### config.mk
export PLATFORM = sky130hd
export DESIGN_NAME = serial_port
export DESIGN_NICKNAME = d
export VERILOG_FILES = /design/src/rtl/sp_pkg.sv /design/src/rtl/sp_ctrl.sv /design/src/rtl/sp_datapath.sv /design/src/rtl/serial_port.sv
export SDC_FILE = /design/constraint.sdc
export NUM_CORES = 1
export LEC_CHECK = 0
export ABC_AREA = 1
export CAP_MARGIN = 20
export CORE_MARGIN = 2
export CORE_UTILIZATION = 55
export DETAILED_ROUTE_END_ITERATION = 6
export DONT_BUFFER_PORTS = 1
export PLACE_DENSITY = 0.71
export SLEW_MARGIN = 5
export SYNTH_ARGS = -nofsm -noshare
export SYNTH_HDL_FRONTEND = slang
export SYNTH_SLANG_ARGS = --single-unit
### constraint.sdc
create_clock -name clk -period 1.5 [get_ports clk]
set_input_delay 0.15 -clock clk [delete_from_list [all_inputs] [get_ports clk]]
set_output_delay 0.15 -clock clk [all_outputs]
set_load 0.1 [all_outputs]
### src/rtl/sp_pkg.sv
package sp_pkg;
  typedef struct packed {
    logic holdLoad;  // capture wrData into the holding register
    logic txStart;   // move holding register into the shifter
  } ctlStrobes_t;

  localparam logic [1:0] OFS_DATA = 2'd0;
  localparam logic [1:0] OFS_CTRL = 2'd1;
  localparam logic [1:0] OFS_STAT = 2'd2;
endpackage

### src/rtl/sp_ctrl.sv
module sp_ctrl
  import sp_pkg::*;
(
  input  logic        clk,
  input  logic        rstN,
  input  logic [1:0]  addr,
  input  logic        wrEn,
  input  logic        rdEn,
  input  logic [7:0]  wrData,
  output logic [7:0]  rdData,
  input  logic        txBusy,
  input  logic        rxDone,
  input  logic [7:0]  rxByte,
  input  logic        rxFrameErr,
  input  logic        rxBreak,
  output logic        sendBreak,
  output logic        irqOut,
  output logic        irqOe,
  output ctlStrobes_t strobes
);
  logic enTx, enRx, holdValid;
  logic dataReady, overrun, frameErr, breakSeen;
  logic wrDataSel, wrCtrlSel, rdDataSel, rdStatSel;
  logic thre, temt;

  assign wrDataSel = wrEn && (addr == OFS_DATA);
  assign wrCtrlSel = wrEn && (addr == OFS_CTRL);
  assign rdDataSel = rdEn && (addr == OFS_DATA);
  assign rdStatSel = rdEn && (addr == OFS_STAT);

  assign strobes.holdLoad = wrDataSel;
  assign strobes.txStart  = holdValid && !txBusy;

  assign thre = !holdValid;
  assign temt = !holdValid && !txBusy;

  always_ff @(posedge clk or negedge rstN) begin
    if (!rstN) begin
      sendBreak <= 1'b0;
      enTx      <= 1'b0;
      enRx      <= 1'b0;
    end else if (wrCtrlSel) begin
      sendBreak <= wrData[7];
      enTx      <= wrData[6];
      enRx      <= wrData[5];
    end
  end

  always_ff @(posedge clk or negedge rstN) begin
    if (!rstN) holdValid <= 1'b0;
    else if (wrDataSel) holdValid <= 1'b1;
    else if (strobes.txStart) holdValid <= 1'b0;
  end

  always_ff @(posedge clk or negedge rstN) begin
    if (!rstN) begin
      dataReady <= 1'b0;
      overrun   <= 1'b0;
      frameErr  <= 1'b0;
      breakSeen <= 1'b0;
    end else begin
      if (rxDone) dataReady <= 1'b1;
      else if (rdDataSel) dataReady <= 1'b0;

      if (rxDone && dataReady && !rdDataSel) overrun <= 1'b1;
      else if (rdStatSel) overrun <= 1'b0;

      if (rxDone && rxFrameErr) frameErr <= 1'b1;
      else if (rdStatSel) frameErr <= 1'b0;

      if (rxDone && rxBreak) breakSeen <= 1'b1;
      else if (rdStatSel) breakSeen <= 1'b0;
    end
  end

  always_comb begin
    unique case (addr)
      OFS_DATA: rdData = rxByte;
      OFS_CTRL: rdData = {sendBreak, enTx, enRx, 5'b0};
      OFS_STAT: rdData = {temt, thre, 2'b0, breakSeen, frameErr, overrun, dataReady};
      default:  rdData = 8'h00;
    endcase
  end

  assign irqOe  = enTx || enRx;
  assign irqOut = (enTx && thre) || (enRx && dataReady);
endmodule

### src/rtl/sp_datapath.sv
module sp_datapath
  import sp_pkg::*;
#(
  parameter int TICK_DIV = 4
) (
  input  logic        clk,
  input  logic        rstN,
  input  ctlStrobes_t strobes,
  input  logic [7:0]  wrData,
  input  logic        sendBreak,
  input  logic        rxLine,
  output logic        txLine,
  output logic        txBusy,
  output logic        rxDone,
  output logic        rxFrameErr,
  output logic        rxBreak,
  output logic [7:0]  rxByte
);
  localparam int OVS        = 16;
  localparam int BIT_CLKS   = OVS * TICK_DIV;
  localparam int BIT_W      = $clog2(BIT_CLKS);
  localparam int FRAME_BITS = 10;
  localparam logic [3:0] START_OFS = 4'd1;  // absorbs synchronizer latency
  localparam logic [3:0] SMP_A = 4'd7;
  localparam logic [3:0] SMP_B = 4'd8;
  localparam logic [3:0] SMP_C = 4'd9;
  localparam logic [3:0] STOP_IDX = 4'd9;

  // ---------------- transmit ----------------
  logic [7:0]       holdByte;
  logic [9:0]       txShift;
  logic [BIT_W-1:0] txCnt;
  logic [3:0]       bitsLeft;

  always_ff @(posedge clk or negedge rstN) begin
    if (!rstN) holdByte <= 8'h00;
    else if (strobes.holdLoad) holdByte <= wrData;
  end

  always_ff @(posedge clk or negedge rstN) begin
    if (!rstN) begin
      txShift  <= '1;
      txCnt    <= '0;
      bitsLeft <= '0;
    end else if (strobes.txStart) begin
      txShift  <= {1'b1, holdByte, 1'b0};
      txCnt    <= '0;
      bitsLeft <= 4'(FRAME_BITS);
    end else if (bitsLeft != 4'd0) begin
      if (txCnt == BIT_W'(BIT_CLKS - 1)) begin
        txCnt    <= '0;
        txShift  <= {1'b1, txShift[9:1]};
        bitsLeft <= bitsLeft - 4'd1;
      end else begin
        txCnt <= txCnt + 1'b1;
      end
    end
  end

  assign txBusy = (bitsLeft != 4'd0);
  assign txLine = !sendBreak && txShift[0];

  // ---------------- receive ----------------
  logic [1:0] rxSync;
  logic       rxPrev, rxS, rxActive, tick;
  logic [3:0] tickCnt, bitIdx;
  logic       voteA, voteB, maj;
  logic [7:0] rxData, rxBuf;

  always_ff @(posedge clk or negedge rstN) begin
    if (!rstN) begin
      rxSync <= 2'b11;
      rxPrev <= 1'b1;
    end else begin
      rxSync <= {rxSync[0], rxLine};
      rxPrev <= rxSync[1];
    end
  end
  assign rxS = rxSync[1];

  generate
    if (TICK_DIV == 1) begin : g_tickEvery
      assign tick = 1'b1;
    end else begin : g_tickDiv
      localparam int DIV_W = $clog2(TICK_DIV);
      logic [DIV_W-1:0] divCnt;
      always_ff @(posedge clk or negedge rstN) begin
        if (!rstN) divCnt <= '0;
        else if (!rxActive || divCnt == DIV_W'(TICK_DIV - 1)) divCnt <= '0;
        else divCnt <= divCnt + 1'b1;
      end
      assign tick = (divCnt == DIV_W'(TICK_DIV - 1));
    end
  endgenerate

  assign maj = (voteA && voteB) || (voteA && rxS) || (voteB && rxS);

  always_ff @(posedge clk or negedge rstN) begin
    if (!rstN) begin
      rxActive <= 1'b0;
      tickCnt  <= '0;
      bitIdx   <= '0;
      voteA    <= 1'b1;
      voteB    <= 1'b1;
      rxData   <= '0;
    end else if (!rxActive) begin
      if (rxPrev && !rxS) begin
        rxActive <= 1'b1;
        tickCnt  <= START_OFS;
        bitIdx   <= '0;
      end
    end else if (tick) begin
      tickCnt <= tickCnt + 4'd1;
      if (tickCnt == SMP_A) voteA <= rxS;
      if (tickCnt == SMP_B) voteB <= rxS;
      if (tickCnt == SMP_C) begin
        bitIdx <= bitIdx + 4'd1;
        if (bitIdx == 4'd0 && maj) rxActive <= 1'b0;      // false start
        else if (bitIdx == STOP_IDX) rxActive <= 1'b0;    // frame done
        else if (bitIdx != 4'd0) rxData <= {maj, rxData[7:1]};
      end
    end
  end

  assign rxDone     = rxActive && tick && (tickCnt == SMP_C) && (bitIdx == STOP_IDX);
  assign rxFrameErr = !maj;
  assign rxBreak    = !maj && (rxData == 8'h00);

  always_ff @(posedge clk or negedge rstN) begin
    if (!rstN) rxBuf <= 8'h00;
    else if (rxDone) rxBuf <= rxData;
  end
  assign rxByte = rxBuf;
endmodule

### src/rtl/serial_port.sv
module serial_port
  import sp_pkg::*;
#(
  parameter int TICK_DIV = 4
) (
  input  logic       clk,
  input  logic       rstN,
  input  logic [1:0] addr,
  input  logic       wrEn,
  input  logic       rdEn,
  input  logic [7:0] wrData,
  output logic [7:0] rdData,
  input  logic       rxLine,
  output logic       txLine,
  output logic       irqOut,
  output logic       irqOe
);
  ctlStrobes_t strobes;
  logic txBusy, rxDone, rxFrameErr, rxBreak, sendBreak;
  logic [7:0] rxByte;

  sp_ctrl u_ctrl (
    .clk(clk), .rstN(rstN), .addr(addr), .wrEn(wrEn), .rdEn(rdEn),
    .wrData(wrData), .rdData(rdData), .txBusy(txBusy), .rxDone(rxDone),
    .rxByte(rxByte), .rxFrameErr(rxFrameErr), .rxBreak(rxBreak),
    .sendBreak(sendBreak), .irqOut(irqOut), .irqOe(irqOe), .strobes(strobes)
  );

  sp_datapath #(.TICK_DIV(TICK_DIV)) u_dp (
    .clk(clk), .rstN(rstN), .strobes(strobes), .wrData(wrData),
    .sendBreak(sendBreak), .rxLine(rxLine), .txLine(txLine), .txBusy(txBusy),
    .rxDone(rxDone), .rxFrameErr(rxFrameErr), .rxBreak(rxBreak), .rxByte(rxByte)
  );
endmodule

==> summary.md, run 1 <==
The flow ran to the end, but the final reports show violations. The final reports fail on hold timing, setup timing. Setup repair after global routing could not meet its margin everywhere.

Number of register bits inferred by synthesis: 67. The first global-routing pass estimated 11.54 mm of wire. Total of hold buffers inserted after clock tree synthesis: 12. The area fraction in compound gates after synthesis is 9.989%, and the initial core utilization is 56.82%. The initialized floorplan defines 28 standard-cell rows. The max-slew violation count came out at 0.

The longest clock path from root to sink contains 2 buffers. The logs give 467 for the instance count after placement with tap cells included and 2545 for the number of global-route vias before repair. The area of the die is 0.006721 mm2.

The worst pin sits at a relative slew slack of 75.23%. Data arrives at the worst endpoint at 1460 ps. The tools report the met3 usage in global routing as 4.835%. The slew at the pin closest to its max-slew limit is 370.6 ps. Counting the fill cells in the layout gives 449. At the later pin of the worst-skew pair, clock insertion delay measures 340 ps. The wire-length estimate of the detail-placed layout is 4.719 mm. After synthesis the cells add up to 0.003344 mm2. The core utilization of the finished layout is 69.83%. During synthesis, Yosys emitted a total of 0 warnings.

The number of synthesized flops with an enable pin was 0; the global routing met1 resource utilization was 27.84%. TritonCTS built the clock tree. Clock tree synthesis inserted a total of 9 buffers.

The H-tree generated during clock tree synthesis spans 3 levels. The tools report the kind of launch point of the worst setup path as a flip-flop. The run gives 50.65% as the sequential-to-total area share from yosys stat. The mean routed wirelength per cell is 14.14 um.

Adding up every negative setup slack in the final design gives -107.2 ps. For this design the static power due to leakage is 0.001971 uW. The power density over the cells works out to 1002 mW/mm2.

Of the post-synthesis cell area, the dominant cell type holds 39.66%. Combinational family with the most area after synthesis: simple AND/OR/NAND/NOR gates. The clock transition at the register clock pins on the worst setup and hold paths after CTS was 70 ps; the internal reg-to-reg setup slack was 50 ps. The most used flip-flop cell after synthesis is dfrtp_1. The master cell of the clock root buffer was clkbuf_8. The remaining design rule violation count is 0, and the fraction of layout cells with a size suffix above 1 is 26.79%. After detailed routing, the total wire length is 7.182 mm. The worst path needs 1607 ps of the cycle, external delays included. Detailed routing inserted a total of 2653 vias.

Once detail routing completed, the nets flagged for antenna violations numbered 0. In the final design database the tool counted 452 nets. At the worst endpoint, the required time is 1350 ps. The logs give 0 for the max-capacitance violation count and 7.014 ps for the final setup skew. The run gives -504.5 ps as the tightest hold margin. Summed over all instances, the cell type with the most area after synthesis is dfrtp_1. The number of placed I/O pins is 26, and the number of DRC markers in iteration 0 is 144.

The library cell used most frequently in the layout, excluding fill and tap cells, is nand2_1. The quantity of I/O buffers inserted on ports is 0, and the number of hold-slack violations in the final timing report is 67. The post-route worst setup slack came out at -107.2 ps. In this run the worst path has a maximum fanout of 3. The share of synthesized flip-flops with an asynchronous set or reset was 100.0%; the largest net degree at the start of global routing was 68. The worst hold path belongs to the class primary input to async pin.

The number of cells in the finished layout apart from fillers is 508. The core region is 0.005886 mm2. In this run the vertical extent of the chip is 81.98 um. IR analysis of the VDD net gives a maximum drop of 838.9 uV.

The clock net in this run drives a total of 67 sinks. Summing all multi-input logic gate instances after layout gives 0.001593 mm2. In this run the horizontal extent of the chip is 81.98 um.

For the maximum frequency from static timing analysis, the log shows 622.2 MHz. The area share of and/or/nand/nor cells after synthesis is 28.10%. Of the total synthesized cell area, the portion taken by XOR and XNOR cells is 0.7856%. met2 is the most crowded layer. Synthesized netlist cell count: 382. Counting every net in the synthesized netlist gives 406. The first detailed-routing pass took 4 iterations.

After synthesis, the cell types taking the most area are dfrtp_1 (40%), nand2_1 (13%), dfstp_2 (11%), nand3_1 (5.2%), inv_1 (4.8%). The placer's final routability congestion estimate was 0.7471; the count of distinct cell types in the synthesized netlist was 36. The mux share of post-synthesis cell area works out to 0%. From synthesis to final layout, the design area changed by 22.90%.

Using the TritonRoute via totals, the vias-per-cell ratio works out to 5.222. Kind of end point of the critical path: an output port. The tools report the register area as 0.001697 mm2. Global routing consumed, over all layers together, 22.72% of the routing resources. The initial antenna violation count is 0, and the met2 track utilization from global routing is 39.02%. The total overflow left after global routing is 0.

The number of antenna diodes in the final layout is 0. Of the total synthesized cell area, the portion taken by full adders, half adders and majority gates is 3.367%. Leaving out fill and tap cells, the most frequent cells in the layout are nand2_1 (116), dfrtp_1 (51), inv_1 (38). The average cell area after synthesis was 8.755 um2; the share of the clock period used by the worst path after layout was 107.1%. The worst setup path is of the flip-flop to output port kind. The run gives 1 as the number of setup violations in the final report.
## per-layer routing
layer  vias up  routed length [um]
met5         -                   0
met4         0                 134
met3        14                 233
met2        52                3822
met1      1255                2992
li1       1332                   -
## where the power goes
| group | switching, uW | leakage [uW] | internal, uW |
|---|---|---|---|
| logic | 441 | 0.00105 | 228 |
| clock network | 660 | 0.0000932 | 683 |
| registers | 127 | 0.000830 | 1980 |
| total | 1230 | 0.00197 | 2890 |
## critical path, stage by stage (launching register included)
cell and delay, ps:
dfrtp_1 390, inv_2 90, ha_4 170, nand2_8 50, nor2_4 90, nand2_2 70
nand3_4 250
## final timing paths
check	startpoint	end	cells past startpoint
setup / recovery	u_dp.bitsLeft[0]	rdData[7]	6
hold / removal	rstN	u_dp.txCnt[3]	0
max in group asynchronous	rstN	u_dp.rxSync[0]	0
min in group clk	wrData[7]	u_dp.holdByte[7]	2
hold reg to reg	u_dp.rxSync[0]	u_dp.rxSync[1]	0
setup reg to reg	u_dp.bitIdx[1]	u_dp.rxData[2]	7
## metrics by stage
step / hold slack, ps / setup WS [ps] / area, um2 / total power (uW)
after floorplan: -145.6 / -174.0 / 3411 / 2567
after global placement: -142.6 / 91.01 / 3626 / 2674
after detailed placement: -143.6 / 12.15 / 3626 / 2702
after CTS: -513.2 / -117.5 / 4009 / 4070
after global routing: -526.2 / -180.5 / 4110 / 4346
final: -504.5 / -107.2 / 4110 / 4119
## logic make-up (layout without fill, tap and decap cells)
| group | after synthesis | in the layout |
|---|---|---|
| simple gates | 198 | 201 |
| flops | 67 | 67 |
| buf+inv | 54 | 102 |
| compound gates | 51 | 51 |
| fa+ha+maj | 9 | 9 |
| xor+xnor | 3 | 3 |
## synth_stat cells (2+ instances only)
cell,instances
nor2_8,2
o21ai_2,15
xnor2_1,2
buf_2,4
dfstp_2,14
inv_1,43
nand3_2,3
buf_6,3
a21oi_1,2
dfrtp_1,53
buf_4,2
o22ai_1,2
nand4_1,12
nor2_1,12
nand2_2,3
nor2_2,2
nand3_1,35
o21ai_1,2
nand2_1,118
o21ai_0,25
nand2_4,5
ha_1,9
## registers in the layout, summed over array words and instances, names as in the netlist, 2 cells and up
register,flops
u_dp.tickCnt,4
u_dp.g_tickDiv.divCnt,2
u_dp.holdByte,8
u_dp.bitsLeft,4
u_dp.rxSync,2
u_dp.txShift,9
u_dp.bitIdx,4
u_dp.rxData,8
u_dp.rxByte,8
u_dp.txCnt,6
## layout make-up
cell class	instances	area share, %
Sequential cell	67	41.28
Multi-Input combinational cell	264	38.75
Timing Repair Buffer	42	9.437
Inverter	44	4.018
Clock buffer	13	3.866
Tap cell	75	2.283
Clock inverter	3	0.3653
## timing repair
action	CTS	global route
setup buffers	6	4
endpoints found under the hold margin	75	67
gates resized for setup	10	13
gates cloned	0	4
setup endpoints to repair	3	35
pin swaps	4	5
Note: power is estimated with default switching activity, not from simulation.
==> run 2, diff against run 1 <==
Settings changed: ABC_CLOCK_PERIOD_IN_PS set to 1500, BUFFER_PORTS_ARGS set to -buffer_cell sky130_fd_sc_hd__buf_2, DONT_BUFFER_PORTS 1 to not set, PLACE_DENSITY 0.71 to 0.75.
==> run 2 against run 1 <==
  * Sequential share of layout area fell by 1.5 points
  * Global-route usage grew 0.52 points
  * Clock power rose by 5%
  * The flow finishes with violations (setup timing)
  * Sequential power hardly changed
  * Non-clock buffer count increased by 12
  * Maximum frequency down 0.28%
  * Critical path depth grew 1
  * First-iteration DRC count increased by 21%
  * Cell area increased by 3.9%
  * Largest power group unchanged
==> summary.md, run 2 (synthesis results as in run 1) <==
The run gives 9 as the number of buffers created by CTS. Setup repair after global routing could not meet its margin everywhere. The tools report the max-slew violation count as 0. The overall die height is 81.98 um, and the post-route worst setup slack is -111.8 ps. The register with the most flip-flops in the layout has 9 of them. In the routed layout, each cell is associated on average with a via count of 5.387.

Wires add up to 7.496 mm. Compared with the post-synthesis result, the final layout area differs by 27.68%. TritonCTS built the clock tree. After detailed routing, the average wire length per cell comes to 14.44 um.

26 I/O pins were placed. For the pin with the worst max-slew slack, the measured transition is 348.2 ps. For the worst setup path, the data required time is 1350 ps. In this run the deepest clock path goes through 2 buffers. Measured on the finished design, the core utilization comes to 72.56%.

In this run the power density over the cells is 996.5 mW/mm2. The number of hold-slack violations in the final timing report is 0. Dividing the final minimum period by the clock period gives 107.5%. For the remaining design rule violation count, the log shows 0. The top cell types in the final layout, fill and taps aside, are nand2_1 (115), dfrtp_1 (51), inv_1 (38).

Delay of the slowest critical-path stage: 390 ps. Critical path class: flip-flop to output port. The peak ir drop on the vdd network came out at 893.6 uV.

The area of the core is 0.005886 mm2, and the sink count of the clock tree is 67. The logs give 2690 for the number of global-route vias before repair and 1460 ps for the worst endpoint data arrival time. The run gives 17.0% as the proportion of power drawn by combinational gates. The tree is rooted in a clkbuf_8. Diode insertion count for antenna repair: 0.

On the critical path, the stage with the largest delay is an instance of dfrtp_1. After the last flow step, the layout net total stands at 463. Measured against its own limit, the worst slew margin works out to 76.79%. The die extent in x works out to 81.98 um. Entering global routing, the biggest net connects 68 pins. The H-tree was split into 3 levels. The tools report the cell-internal power as 2960 uW.

Net switching is 30.45% of the power. More flip-flops sit in one register than any other, and that register is u_dp.txShift. The flow ran to the end, but the final reports show violations.

For the clock latency reported for the late side of the worst-skew pair, the log shows 350 ps. Kind of end point of the critical path: an output port. Maximum frequency from static timing analysis: 620.4 MHz. For this design the static power due to leakage is 0.002052 uW.

The kind of launch point of the worst setup path was a flip-flop. Most common cell after layout, fill and taps aside: nand2_1. The standard-cell row count was 28; the number of vias after detailed routing was 2796. The signal on the critical path passes through inv_2, ha_4, nand2_8, nor2_4, nand2_2, nand3_4, buf_12. The type of the worst min-delay path is primary input to flip-flop. The initial antenna violation count was 0; the instance count after placement with tap cells included was 482. The max-capacitance violation count is 0, and the largest fanout on the critical path is 3. The power share of the clock group was 33.2%; the area of the die was 0.006721 mm2.

Initial core utilization: 56.82%. The congestion estimate from routability-driven global placement came to 0.8771. The design draws 4255 uW. The number of DRC markers in iteration 0 is 174.

Clock-pin slew was measured on the worst setup and hold paths at 70 ps. Between clock sinks in the finished design, the worst skew comes to 5.453 ps. Summed over all layers, the global routing overflow is 0. The number of buffers and inverters on the critical path is 2.

The gate family responsible for the most delay along the worst path is flip-flops. Fraction of layout cells with a size suffix above 1: 30.86%. The number of cells in the finished layout apart from fillers came out at 519. Detailed-placement wirelength estimate: 4.751 mm.

Counting I/O delays and the setup requirement, the final critical path takes 1612 ps. During placement, the flow inserted port buffers numbering 25. The wire length of the first global-routing pass is 11.76 mm, and the part of the total power dissipated in sequential elements is 49.8%.

The combined global-route utilization of all metal layers is 23.24%, and the count of antenna-violating nets left after detailed routing is 0. The run gives 7 as the number of setup violations in the final report. The checks that failed: setup timing.

The run gives 1296 uW as the switching power of the nets. The tools report the number of detailed-route iterations in the first pass as 5.
==> run 2: cell count changes in the layout (fill, tap and decap cells not counted), sizes merged <==
| cell | before | now |
|---|---|---|
| buf | 30 | 50 |
| clkbuf | 13 | 16 |
| clkinv | 3 | 2 |
| dlygate4sd3 | 12 | 2 |
| nor2 | 18 | 17 |
==> run 2: cell type report <==
type                    instances  area, um2
flip-flops and latches         67       1697
fillers                       415       1615
multi-input cells             263       1584
repair buffers                 54      545.5
clock buffers                  14      172.7
inverters                      44      167.7
well taps                      75      93.84
clock inverters                 2      10.01
==> run 2: worst min-delay path: stages <==
cell and delay, ps:
buf_2 70, nand3_1 60, nand2_1 60
==> run 2: metrics by stage <==
step	instance area, um2	hold slack, ps	setup WS (ps)	setup TNS [ps]
2_1_floorplan	3411	-145.6	-174.0	-174.0
3_3_place_gp	3792	193.7	51.46	0
3_5_place_dp	3792	193.0	-24.18	-59.24
4_1_cts	4059	33.95	-129.5	-129.5
5_1_grt	4270	58.85	-162.0	-1950
6_report	4270	34.93	-111.8	-182.5
==> run 2: routing by layer <==
layer / track usage [%] / wire length [um] / vias to the layer above / part of all wire (%)
met5: 0 / 0 / - / 0
li1: - / - / 1359 / -
met4: 12.33 / 207 / 0 / 2.8
met2: 38.54 / 3864 / 56 / 52
met1: 28.88 / 3180 / 1361 / 42
met3: 4.176 / 243 / 20 / 3.2
==> run 2: path summary, 6_finish.rpt <==
kind	slack, ps	endpoint	start	cells past startpoint
max in group asynchronous	830	u_dp.rxSync[0]	rstN	3
setup reg to reg	-20	u_dp.bitsLeft[2]	u_dp.bitsLeft[0]	8
setup / recovery	-110	rdData[7]	u_dp.bitsLeft[0]	7
min in group asynchronous	350	u_dp.bitsLeft[1]	rstN	3
hold reg to reg	360	u_dp.rxSync[1]	u_dp.rxSync[0]	0
hold / removal	30	u_dp.holdByte[1]	wrData[1]	3
==> run 2: power by group through the flow <==
| stage | Sequential [uW] | Combinational (uW) | Clock, uW |
|---|---|---|---|
| after CTS | 2100 | 655 | 1420 |
| after detailed placement | 2130 | 651 | 0 |
| after global routing | 2140 | 828 | 1510 |
| final | 2120 | 723 | 1410 |
| after floorplan | 2100 | 468 | 0 |
| after global placement | 2130 | 623 | 0 |
==> run 2: repair_timing <==
| item | in CTS | in global routing |
|---|---|---|
| pin swaps | 5 | 8 |
| hold endpoints to repair | 54 | 0 |
| buffers inserted | 5 | 12 |
| gates cloned | 0 | 2 |
| setup endpoints to repair | 7 | 34 |
| resized for setup | 8 | 18 |
| hold buffers | 2 | 0 |
